### src/rtl/serial_cmd_pkg.sv
package serial_cmd_pkg;
    localparam int OP_W = 4;
    typedef enum logic [OP_W-1:0] {
        OP_IDLE     = 4'd0,
        OP_RD_STORE = 4'd9,
        OP_RD_WIPER = 4'd10
    } special_op_e;
endpackage

### src/rtl/sce_edge_det.sv
// Registers a vector of sampled inputs so the parent can see edges.
module sce_edge_det #(
    parameter int          W       = 2,
    parameter logic [W-1:0] RST_VAL = '0
) (
    input  logic         clk,
    input  logic         rst_n,
    input  logic [W-1:0] x_i,
    output logic [W-1:0] prev_o
);
    logic [W-1:0] prev_d, prev_q;

    always_comb prev_d = x_i;

    always_ff @(posedge clk or negedge rst_n) begin
        if (!rst_n) prev_q <= RST_VAL;
        else        prev_q <= prev_d;
    end

    assign prev_o = prev_q;
endmodule

### src/rtl/sce_bit_counter.sv
// Saturating count of accepted serial edges within one frame.
module sce_bit_counter #(
    parameter int FRAME_W = 24
) (
    input  logic clk,
    input  logic rst_n,
    input  logic clr_i,
    input  logic inc_i,
    output logic full_o
);
    localparam int CNT_W = $clog2(FRAME_W) + 1;
    localparam logic [CNT_W-1:0] CNT_MAX = '1;
    localparam logic [CNT_W-1:0] CNT_EXACT = CNT_W'(FRAME_W);

    logic [CNT_W-1:0] cnt_d, cnt_q;

    always_comb begin
        cnt_d = cnt_q;
        if (clr_i)                        cnt_d = '0;
        else if (inc_i && cnt_q != CNT_MAX) cnt_d = cnt_q + 1'b1;
    end

    always_ff @(posedge clk or negedge rst_n) begin
        if (!rst_n) cnt_q <= '0;
        else        cnt_q <= cnt_d;
    end

    assign full_o = (cnt_q == CNT_EXACT);
endmodule

### src/rtl/sce_shift_reg.sv
// Frame register: shifts in MSB first, top bit drives the output, low
// field can be overwritten with a readback value.
module sce_shift_reg #(
    parameter int FRAME_W = 24,
    parameter int DATA_W  = 16
) (
    input  logic               clk,
    input  logic               rst_n,
    input  logic               shift_i,
    input  logic               bit_i,
    input  logic               load_i,
    input  logic [DATA_W-1:0]  load_val_i,
    output logic [FRAME_W-1:0] q_o
);
    logic [FRAME_W-1:0] sh_d, sh_q;

    always_comb begin
        sh_d = sh_q;
        if (load_i)       sh_d[DATA_W-1:0] = load_val_i;
        else if (shift_i) sh_d = {sh_q[FRAME_W-2:0], bit_i};
    end

    always_ff @(posedge clk or negedge rst_n) begin
        if (!rst_n) sh_q <= '0;
        else        sh_q <= sh_d;
    end

    assign q_o = sh_q;
endmodule

### src/rtl/serial_cmd_frontend.sv
module serial_cmd_frontend
    import serial_cmd_pkg::*;
#(
    parameter int ADDR_W  = 4,
    parameter int DATA_W  = 16,
    parameter int WIPER_W = 10
) (
    input  logic                          clk,
    input  logic                          rst_n,
    input  logic                          lock_i,
    input  logic                          csn_i,
    input  logic                          sclk_i,
    input  logic                          sdi_i,
    output logic                          sdo_o,
    input  logic [DATA_W-1:0]             rd_data_i,
    output logic                          cmd_vld_o,
    output logic [serial_cmd_pkg::OP_W-1:0] cmd_op_o,
    output logic [ADDR_W-1:0]             cmd_addr_o,
    output logic [DATA_W-1:0]             cmd_data_o
);
    localparam int FRAME_W = OP_W + ADDR_W + DATA_W;
    localparam int OP_LSB  = ADDR_W + DATA_W;

    typedef struct packed {
        logic              vld;
        logic [OP_W-1:0]   op;
        logic [ADDR_W-1:0] addr;
        logic [DATA_W-1:0] data;
    } cmd_t;

    cmd_t cmd_d, cmd_q;

    // Edge detection on chip-select (bit 1) and serial clock (bit 0)
    logic [1:0] pins_prev;
    sce_edge_det #(.W(2), .RST_VAL(2'b10)) u_edges (
        .clk    (clk),
        .rst_n  (rst_n),
        .x_i    ({csn_i, sclk_i}),
        .prev_o (pins_prev)
    );

    logic active, cs_rise, cs_fall, bit_take;
    assign active   = !lock_i;
    assign cs_rise  = active &&  csn_i && !pins_prev[1];
    assign cs_fall  = active && !csn_i &&  pins_prev[1];
    assign bit_take = active && !csn_i && sclk_i && !pins_prev[0];

    logic frame_full;
    sce_bit_counter #(.FRAME_W(FRAME_W)) u_count (
        .clk    (clk),
        .rst_n  (rst_n),
        .clr_i  (cs_rise || cs_fall),
        .inc_i  (bit_take),
        .full_o (frame_full)
    );

    // Readback load happens in the clock after the strobe
    logic              rb_load;
    logic [DATA_W-1:0] rb_val;
    always_comb begin
        rb_load = cmd_q.vld &&
                  (cmd_q.op == OP_RD_STORE || cmd_q.op == OP_RD_WIPER);
        rb_val  = rd_data_i;
        if (cmd_q.op == OP_RD_WIPER)
            rb_val = {{(DATA_W-WIPER_W){1'b0}}, rd_data_i[WIPER_W-1:0]};
    end

    logic [FRAME_W-1:0] frame_q;
    sce_shift_reg #(.FRAME_W(FRAME_W), .DATA_W(DATA_W)) u_frame (
        .clk        (clk),
        .rst_n      (rst_n),
        .shift_i    (bit_take),
        .bit_i      (sdi_i),
        .load_i     (rb_load),
        .load_val_i (rb_val),
        .q_o        (frame_q)
    );

    logic [OP_W-1:0] fr_op;
    assign fr_op = frame_q[OP_LSB +: OP_W];

    always_comb begin
        cmd_d     = cmd_q;
        cmd_d.vld = 1'b0;
        if (cs_rise && frame_full && fr_op != OP_IDLE) begin
            cmd_d.vld  = 1'b1;
            cmd_d.op   = fr_op;
            cmd_d.addr = frame_q[DATA_W +: ADDR_W];
            cmd_d.data = frame_q[DATA_W-1:0];
        end
    end

    always_ff @(posedge clk or negedge rst_n) begin
        if (!rst_n) cmd_q <= '0;
        else        cmd_q <= cmd_d;
    end

    assign sdo_o      = frame_q[FRAME_W-1];
    assign cmd_vld_o  = cmd_q.vld;
    assign cmd_op_o   = cmd_q.op;
    assign cmd_addr_o = cmd_q.addr;
    assign cmd_data_o = cmd_q.data;
endmodule

### config.mk
export PLATFORM = sky130hd
export DESIGN_NAME = serial_cmd_frontend
export DESIGN_NICKNAME = d
export VERILOG_FILES = /design/src/rtl/serial_cmd_pkg.sv /design/src/rtl/sce_edge_det.sv /design/src/rtl/sce_bit_counter.sv /design/src/rtl/sce_shift_reg.sv /design/src/rtl/serial_cmd_frontend.sv
export SDC_FILE = /design/constraint.sdc
export NUM_CORES = 1
export LEC_CHECK = 0
export BUFFER_PORTS_ARGS = -buffer_cell sky130_fd_sc_hd__buf_4
export CAP_MARGIN = 20
export CELL_PAD_IN_SITES_DETAIL_PLACEMENT = 2
export CELL_PAD_IN_SITES_GLOBAL_PLACEMENT = 2
export CORE_UTILIZATION = 40
export CTS_BUF_LIST = sky130_fd_sc_hd__clkbuf_2
export CTS_CLUSTER_DIAMETER = 50
export DETAILED_ROUTE_END_ITERATION = 6
export PLACE_DENSITY = 0.9
export SLEW_MARGIN = 20
export SYNTH_ARGS = -nofsm -noshare
export SYNTH_HDL_FRONTEND = slang
export SYNTH_SLANG_ARGS = --single-unit
export TNS_END_PERCENT = 100
### constraint.sdc
create_clock -name clk -period 2 [get_ports clk]
set_input_delay 0.3 -clock clk [delete_from_list [all_inputs] [get_ports clk]]
set_output_delay 0.3 -clock clk [all_outputs]
set_load 0.03 [all_outputs]
; ---- Yosys cells after proc, flatten, opt, wreduce, memory -nomap -nowiden
; Cells that the tools add are included.
[word_totals]
word_cells = 40
reg_bits = 57
inputBits = 22
output_inout_bits = 26
[op_classes]
reduce_logical = 20
n_mux = 6
eq_ne = 4
n_bitwise = 1
addsub = 1
[op_table]
columns = op, n
row1 = two-way mux 16 bit, 3
row2 = two-way mux 25 bit, 1
row3 = two-way mux 6 bit, 2
row4 = logical AND 1 bit, 10
row5 = equality test 4 bit (second input constant), 2
row6 = adder 6 x 1 -> 6 bit (second input constant), 1
row7 = equality test 6 x 5 -> 1 bit (second input constant), 1
row8 = != test 6 bit (second input constant), 1
row9 = zero test 1 bit, 4
row10 = nonzero test 2 bit, 2
row11 = nonzero test 4 bit, 1
row12 = logical OR 1 bit, 2
row13 = AND reduction 2 bit, 1
row14 = inverter 1 bit, 1

; ---- Depth between registers and ports, before layout
; Gate-level depths: netlist of the first run.
[depth]
depth_word = 7
mapped_depth = 6
mapped_depth_nobuf = 5

; ---- Cells and area by module
; Synthesis of the first run repeated with hierarchy kept, for this count alone.
[hier_totals]
cells_unflattened = 198
hier_area_um2 = 2646.3
[modules_own_cells]
columns = mod, seq_area_each_um2, area_each_um2, cells_per_inst, instances
row1 = serial_cmd_frontend, 625.6, 1117.3, 66, 1
row2 = sce_shift_reg, 600.6, 1081.0, 87, 1
row3 = sce_bit_counter, 150.1, 396.6, 43, 1
row4 = sce_edge_det, 51.3, 51.3, 2, 1

; ---- Least setup slack after synthesis of the first run
; Ideal clock, no wire load.
[synth_timing]
kind = register -> register
from = register cmd_q (netlist bit cmd_op_o[2])
to = register u_frame.sh_q[6] (netlist: u_frame.q_o[6])
n_path_buf = 1
synth_period_minus_slack_ps = 1858
required_time_ps = 1875
setup_slack_ps = 142
arrival_time_ps = 1734
setup_ps = 125
stages_incl_launch_ff = 5
path_cell_list = dfrtp_1 -> nand3b_1 -> nor2_1 -> buf_2 -> mux2_2
[synth_between]
elab_chain_len = 4
word_cells_on_any_way = 6
classes_between = eq/ne: 2 / mux: 1 / reduce/logical: 3
[synth_rtl]
columns = element, line
row1 = "start, declared", serial_cmd_frontend.sv:31  ; cmd_t cmd_d, cmd_q;
row2 = "start signal, assigned", serial_cmd_frontend.sv:95  ; else cmd_q <= cmd_d;
row3 = equality test 4 bit, serial_cmd_frontend.sv:62  ; (cmd_q.op == OP_RD_STORE || cmd_q.op == OP_RD_WIPER);
row4 = logical OR 1 bit *, serial_cmd_frontend.sv:62
row5 = logical AND 1 bit *, serial_cmd_frontend.sv:61  ; rb_load = cmd_q.vld &&
row6 = two-way mux 16 bit / nonzero test 2 bit (equally long branches), -
row7 = "end signal, assigned", sce_shift_reg.sv:24  ; if (!rst_n) sh_q <= '0;
row8 = "end signal, assigned", sce_shift_reg.sv:25  ; else sh_q <= sh_d;
row9 = "end, declared", sce_shift_reg.sv:15  ; logic [FRAME_W-1:0] sh_d, sh_q;
; Every way passes the cells marked *; elsewhere a longest branch is shown, timed or not.
; A chain may end at the register's enable or synchronous reset.

; ---- Final worst setup path of the first run
[layout_timing]
from = register u_frame.sh_q[21] (netlist: u_frame.q_o[21])
to = register cmd_q (netlist bit cmd_data_o[6])
[layout_between]
elab_chain_len = 2
[layout_rtl]
columns = element, line
row1 = nonzero test 4 bit, serial_cmd_frontend.sv:85  ; if (cs_rise && frame_full && fr_op != OP_IDLE) begin
row2 = logical AND 1 bit, serial_cmd_frontend.sv:85
; No other way between the ends.

==> flow_summary.yaml, run 1 <==
outcome:
  outcome: "finished, final reports clean"
place:
  preCtsSetupSlack_ps: 197
  port_buffers: 47
  place_congestion: 0.688
  place.detailed.hpwl_um: 4340
sta:
  setup_slack_ps: 168
  max-slew-margin-rel: 0.518
  hold_violations: 0
  final.setup.tns_ps: 0
  finalMaxSlewViolations: 0
  setup_viol: 0
  layout_min_cycle_time_ps: 1830
  grt_setup_unrepaired: "no"
  timing_worst_slew_pin_value_ps: 723
  fmax_ghz: 0.546
  clock_skew_ps: 26.2
  finalCritPeriodShare: 0.916
global_route:
  globalRoute.totalOverflow: 0
  antenna_found_initial: 0
  global_route_wire_length_before_repair_um: 9960
  grt_usage: 0.210
  pin_count_of_the_biggest_net_entering_global_routing: 58
  grt_pass1_vias: 1834
yosys:
  postSynth.topFlopCell: "dfrtp_1"
  post_synth_xor_area_fraction: 0.00692
  synthAdderAreaFrac: 0.00988
  synth_top_area_frac: 0.553
  synth_async_reset_ratio: 1.00
  ys_seq_elements: 57
  ys_seq_area_frac: 0.564
  post_synth_instance_area_sq_um: 2530
  yosysMostFrequentCell: "dfrtp_1"
  synth_top_family_by_area: "multiplexers"
  synth-compound-area-share: 0.0702
  synth.cells.most_frequent: "56 x dfrtp_1, 42 x mux2_2, 8 x mux2_4, 8 x mux2i_1, 6 x o2bb2ai_1"
  synth_area_per_cell_sq_um: 15.1
  synth_top_cells_by_area: "dfrtp_1 55%, mux2_2 19%, mux2_4 4.7%"
  syn-num-nets: 192
  synth_top_cell_by_area: "dfrtp_1"
  post_synth_and_or_nand_nor_area_fraction: 0.0563
  synth_cell_types: 36
  mapped_cells: 168
  muxShareOfSynthArea: 0.266
  yosysWarningCount: 0
  synth_enable_flop_cells: 0
worst_setup_path:
  end_kind: "flop"
  setup.reg_to_reg.worst_slack_ps: 170
  worstReg2RegEnd: "cmd_data_o[6]"
  cp_max_fo: 25
  worstRegToRegCells: 4
  critPathArrivalTime_ps: 2170
  critPathLaunchType: "flop"
  critical_path_required_ps: 2330
  criticalPathCategory: "flop to flop"
  worstReg2RegStart: "u_frame.q_o[21]"
routing:
  vias_per_cell: 5.31
  drtPass1Iterations: 3
  drt_iter0_drc: 92
  postRouteWirelength_um: 6170
  wire_per_inst_um: 20.0
  dr_total_vias: 1637
  detail_route.drc_violations: 0
  final_antenna_net_count: 0
power:
  power_mw: 1.99
  power.density_nw_per_um2: 642
  ir_worst_vdd_mv: 0.412
  pleak_nw: 1.57
die:
  floorplan.rows: 28
  io_pins: 48
  design.die.area_sq_um: 6650
  die_extent_in_y_um: 81.6
  core-area_sq_um: 6030
  start_util: 0.420
  floorplan.die.width_um: 81.6
min_path:
  timing.hold.worst_endpoint: "u_frame.q_o[10]"
  worstHoldPathCells: 2
  min-delay-start: "rd_data_i[10]"
  hold_path_class: "input port to flop"
clock_tree:
  cts_root_buf: "clkbuf_2"
  cts_buffers: 9
  postCtsSetupRepairBufs: 0
  clkSlewWorstSetupHoldPaths_ps: 160
  max-clock-path-buffers: 2
  cts_htree_levels: 3
  cts-hold-fix-buffers: 4
  tritoncts: "yes"
  clock_insertion_delay_at_the_later_pin_of_the_skew_report_ps: 460
  cts_num_sinks: 57
  post_cts_resize_count: 0
layout:
  nFillCells: 583
  area_growth_pct: 22.2
  insertedDiodeCount: 0
  drive_above_1_share: 0.524
  finalNetCount: 252
run:
  maxCapViolCount: 0
-- cells by family (layout without fill, tap and decap cells) --
family / count (synthesis) / count (layout)
AOI/OAI and AO/OA: 22 / 22
and+or+nand+nor: 18 / 18
buffers and inverters: 9 / 74
DFF: 57 / 57
xor gates and xnor gates: 2 / 2
muxes: 58 / 58
adders and majority gates: 2 / 2
-- report_power, final --
group	total (mW)	switching (mW)	internal (mW)	leakage [nW]
clock network	0.572	0.411	0.161	0.0606
registers	1.23	0.0366	1.20	0.784
logic	0.179	0.0742	0.105	0.726
total	1.99	0.522	1.46	1.57
-- state kept, by name, indices dropped and copies added, names as in the netlist --
name            flops
cmd_addr_o          4
cmd_data_o         16
cmd_op_o            4
cmd_vld_o           1
u_count.cnt_q       6
u_edges.prev_o      2
u_frame.q_o        24
-- placed cells by master (no fill, tap or decap), drive strengths merged, types with 3 or more instances in the layout --
master	Yosys	routed
inv	3	3
mux2i	8	8
a21oi	3	3
clkbuf	0	11
o2bb2ai	6	6
o21ai	5	5
mux2	50	50
clkinv	0	5
dfrtp	56	56
dlygate4sd3	0	4
buf	6	51
-- worst max path at each step --
stage / from / end / slack, ps / cells past startpoint
floorplan: cmd_op_o[2] / u_frame.q_o[6] / 140 / 4
global placement: lock_i / u_frame.q_o[2] / 270 / 5
detailed placement: u_frame.q_o[21] / cmd_data_o[6] / 200 / 4
CTS: u_frame.q_o[21] / cmd_op_o[0] / 150 / 4
global route: u_frame.q_o[21] / cmd_op_o[0] / 120 / 4
finish: u_frame.q_o[21] / cmd_data_o[6] / 170 / 4
-- layer usage --
| layer | up-vias | GRT usage | wire length, um |
|---|---|---|---|
| met4 | 0 | 0.0895 | 86 |
| met2 | 35 | 0.360 | 3180 |
| met3 | 8 | 0.0467 | 231 |
| met1 | 845 | 0.255 | 2670 |
| met5 | - | 0 | 0 |
| li1 | 749 | - | - |
-- worst max-delay path: stages (launching register included) --
cell and delay [ps]:
dfrtp_1 470, or4_1 570, nand3_2 120, buf_12 190
mux2_2 360
-- final cells by class --
type                    instances  area, sq um  share of cell area
clock buffers                  11         55.1              0.0178
clock inverters                 5         22.5             0.00728
inverters                       3         11.3             0.00364
multi-input cells             102         1040               0.335
flip-flops and latches         57         1430               0.461
well taps                      75         93.8              0.0303
repair buffers                 55          448               0.145
-- metrics by stage --
stage | cells | area, sq um | hold slack, ps | util
after floorplan | 168 | 2530 | 4.41 | -
after global placement | 288 | 2980 | 403 | 0.494
after detailed placement | 288 | 2980 | 407 | 0.494
after CTS | 308 | 3090 | 10.3 | 0.513
after global routing | 308 | 3090 | 20.7 | 0.513
final | 308 | 3090 | 51.3 | 0.513
(Power assumes the default switching activity.)
==> run 2, diff against run 1 <==
CORE_MARGIN = 2   (was not set)
RECOVER_POWER = 50   (was not set)
==> flow_summary.yaml, run 2 (same netlist as run 1, synthesis figures left out) <==
clock_tree:
  postCtsSetupRepairBufs: 0
  cts_buffers: 9
  cts_root_buf: "clkbuf_2"
  clkSlewWorstSetupHoldPaths_ps: 200
  tritoncts: "yes"
  cts_num_sinks: 57
  max-clock-path-buffers: 2
  clock_insertion_delay_at_the_later_pin_of_the_skew_report_ps: 520
  cts_htree_levels: 3
worst_setup_path:
  cp_cell_instances: "dlygate4sd3_1 -> clkbuf_1 -> nor4b_4 -> buf_12 -> mux2_2 -> mux2_2"
  critical_path.max_stage_delay_ps: 550
  end_kind: "flop"
  critical_path_required_ps: 2370
  crit_path_top_delay_cell: "dlygate4sd3_1"
  criticalPathCategory: "input port to flop"
  critPathArrivalTime_ps: 2280
  worst_setup_path_startpoint: "csn_i"
  crit_path_frequent_cell: "mux2_2"
  cp_max_fo: 25
  critPathLaunchType: "input port"
  worstRegToRegCells: 4
  worstReg2RegStart: "u_frame.q_o[21]"
run:
  maxCapViolCount: 0
die:
  design.die.area_sq_um: 6980
  die_extent_in_y_um: 83.6
  floorplan.die.width_um: 83.6
  start_util: 0.420
  io_pins: 48
  core-area_sq_um: 6030
  floorplan.rows: 28
layout:
  insertedDiodeCount: 0
  most-common-layout-cells: "56 x dfrtp_1, 42 x mux2_2, 36 x buf_4"
  mostFrequentLayoutCell: "dfrtp_1"
  area_growth_pct: 27.3
  largest_reg_flops: 24
  stdcell_area_sq_um: 3220
  finalNetCount: 268
  nFillCells: 560
  drive_above_1_share: 0.438
routing:
  drt_iter0_drc: 65
  drtPass1Iterations: 4
  dr_total_vias: 1733
  vias_per_cell: 5.35
  wire_per_inst_um: 23.4
  final_antenna_net_count: 0
  postRouteWirelength_um: 7600
  detail_route.drc_violations: 0
sta:
  finalCritPeriodShare: 0.953
  setup_viol: 0
  finalMaxSlewViolations: 0
  max-slew-margin-rel: 0.0654
  fmax_ghz: 0.525
  grt_setup_unrepaired: "no"
  layout_min_cycle_time_ps: 1910
  clock_skew_ps: 67.9
  final.setup.tns_ps: 0
  timing_worst_slew_pin_value_ps: 1400
  hold_violations: 0
global_route:
  global_route_wire_length_before_repair_um: 12400
  globalRoute.totalOverflow: 0
  grt_usage: 0.236
  pin_count_of_the_biggest_net_entering_global_routing: 58
  grt_pass1_vias: 2097
  antenna_found_initial: 0
place:
  port_buffers: 47
  post_dp_cell_area_sq_um: 2980
  place_congestion: 0.810
  place.detailed.hpwl_um: 4350
min_path:
  hold_path_class: "input port to flop"
  worstHoldPathCells: 3
  min-delay-start: "sdi_i"
power:
  ir_worst_vdd_mv: 0.511
  power.density_nw_per_um2: 686
  pleak_nw: 1.59
outcome:
  outcome: "finished, final reports clean"
==> run 2: layer usage <==
layer	vias to the layer above	part of all wire	track usage
met3	7	0.036	0.0643
met2	46	0.52	0.409
met1	900	0.43	0.291
li1	780	-	-
met4	0	0.0090	0.0587
met5	-	0	0
==> run 2: repair_timing <==
item                                   CTS  global route
resized for setup                        0             0
hold buffers                            19             0
endpoints found under the hold margin   74             0
==> run 2: critical path, delay by kind of cell <==
kind / cells / cell delay, ps
buffers and inverters: 3 / 970
muxes: 2 / 640
and+or+nand+nor: 1 / 350
==> run 2: area by class of cell <==
| cell class | instances | area, sq um | area share |
|---|---|---|---|
| clock buffer | 11 | 55.1 | 0.0171 |
| timing repair buffer | 71 | 554 | 0.172 |
| clock inverter | 5 | 46.3 | 0.0144 |
| tap | 75 | 93.8 | 0.0291 |
| sequential | 57 | 1430 | 0.443 |
| inverter | 3 | 11.3 | 0.00349 |
| multi-input combinational | 102 | 1040 | 0.321 |
==> run 2: per-stage QoR <==
stage | utilization | total power [mW] | hold slack (ps) | setup slack, ps | std cells
after floorplan | - | 1.34 | 4.41 | 142 | 168
after global placement | 0.495 | 1.42 | 406 | 266 | 289
after detailed placement | 0.495 | 1.44 | 409 | 163 | 289
after CTS | 0.544 | 2.20 | 102 | 167 | 324
after global routing | 0.535 | 2.30 | 136 | 56.1 | 324
final | 0.535 | 2.21 | 152 | 93.5 | 324
==> run 2: final timing paths <==
path	slack, ps	end
worst max-delay path	90	u_frame.q_o[9]
min in group asynchronous	620	cmd_data_o[14]
worst max register to register	120	cmd_data_o[0]
worst min register to register	530	cmd_data_o[8]
max in group asynchronous	470	u_count.cnt_q[0]
worst min-delay path	150	u_frame.q_o[0]
==> run 2: power breakdown <==
part | internal [mW] | switching (mW)
combinational | 0.125 | 0.0878
sequential | 1.20 | 0.0414
clock | 0.286 | 0.474
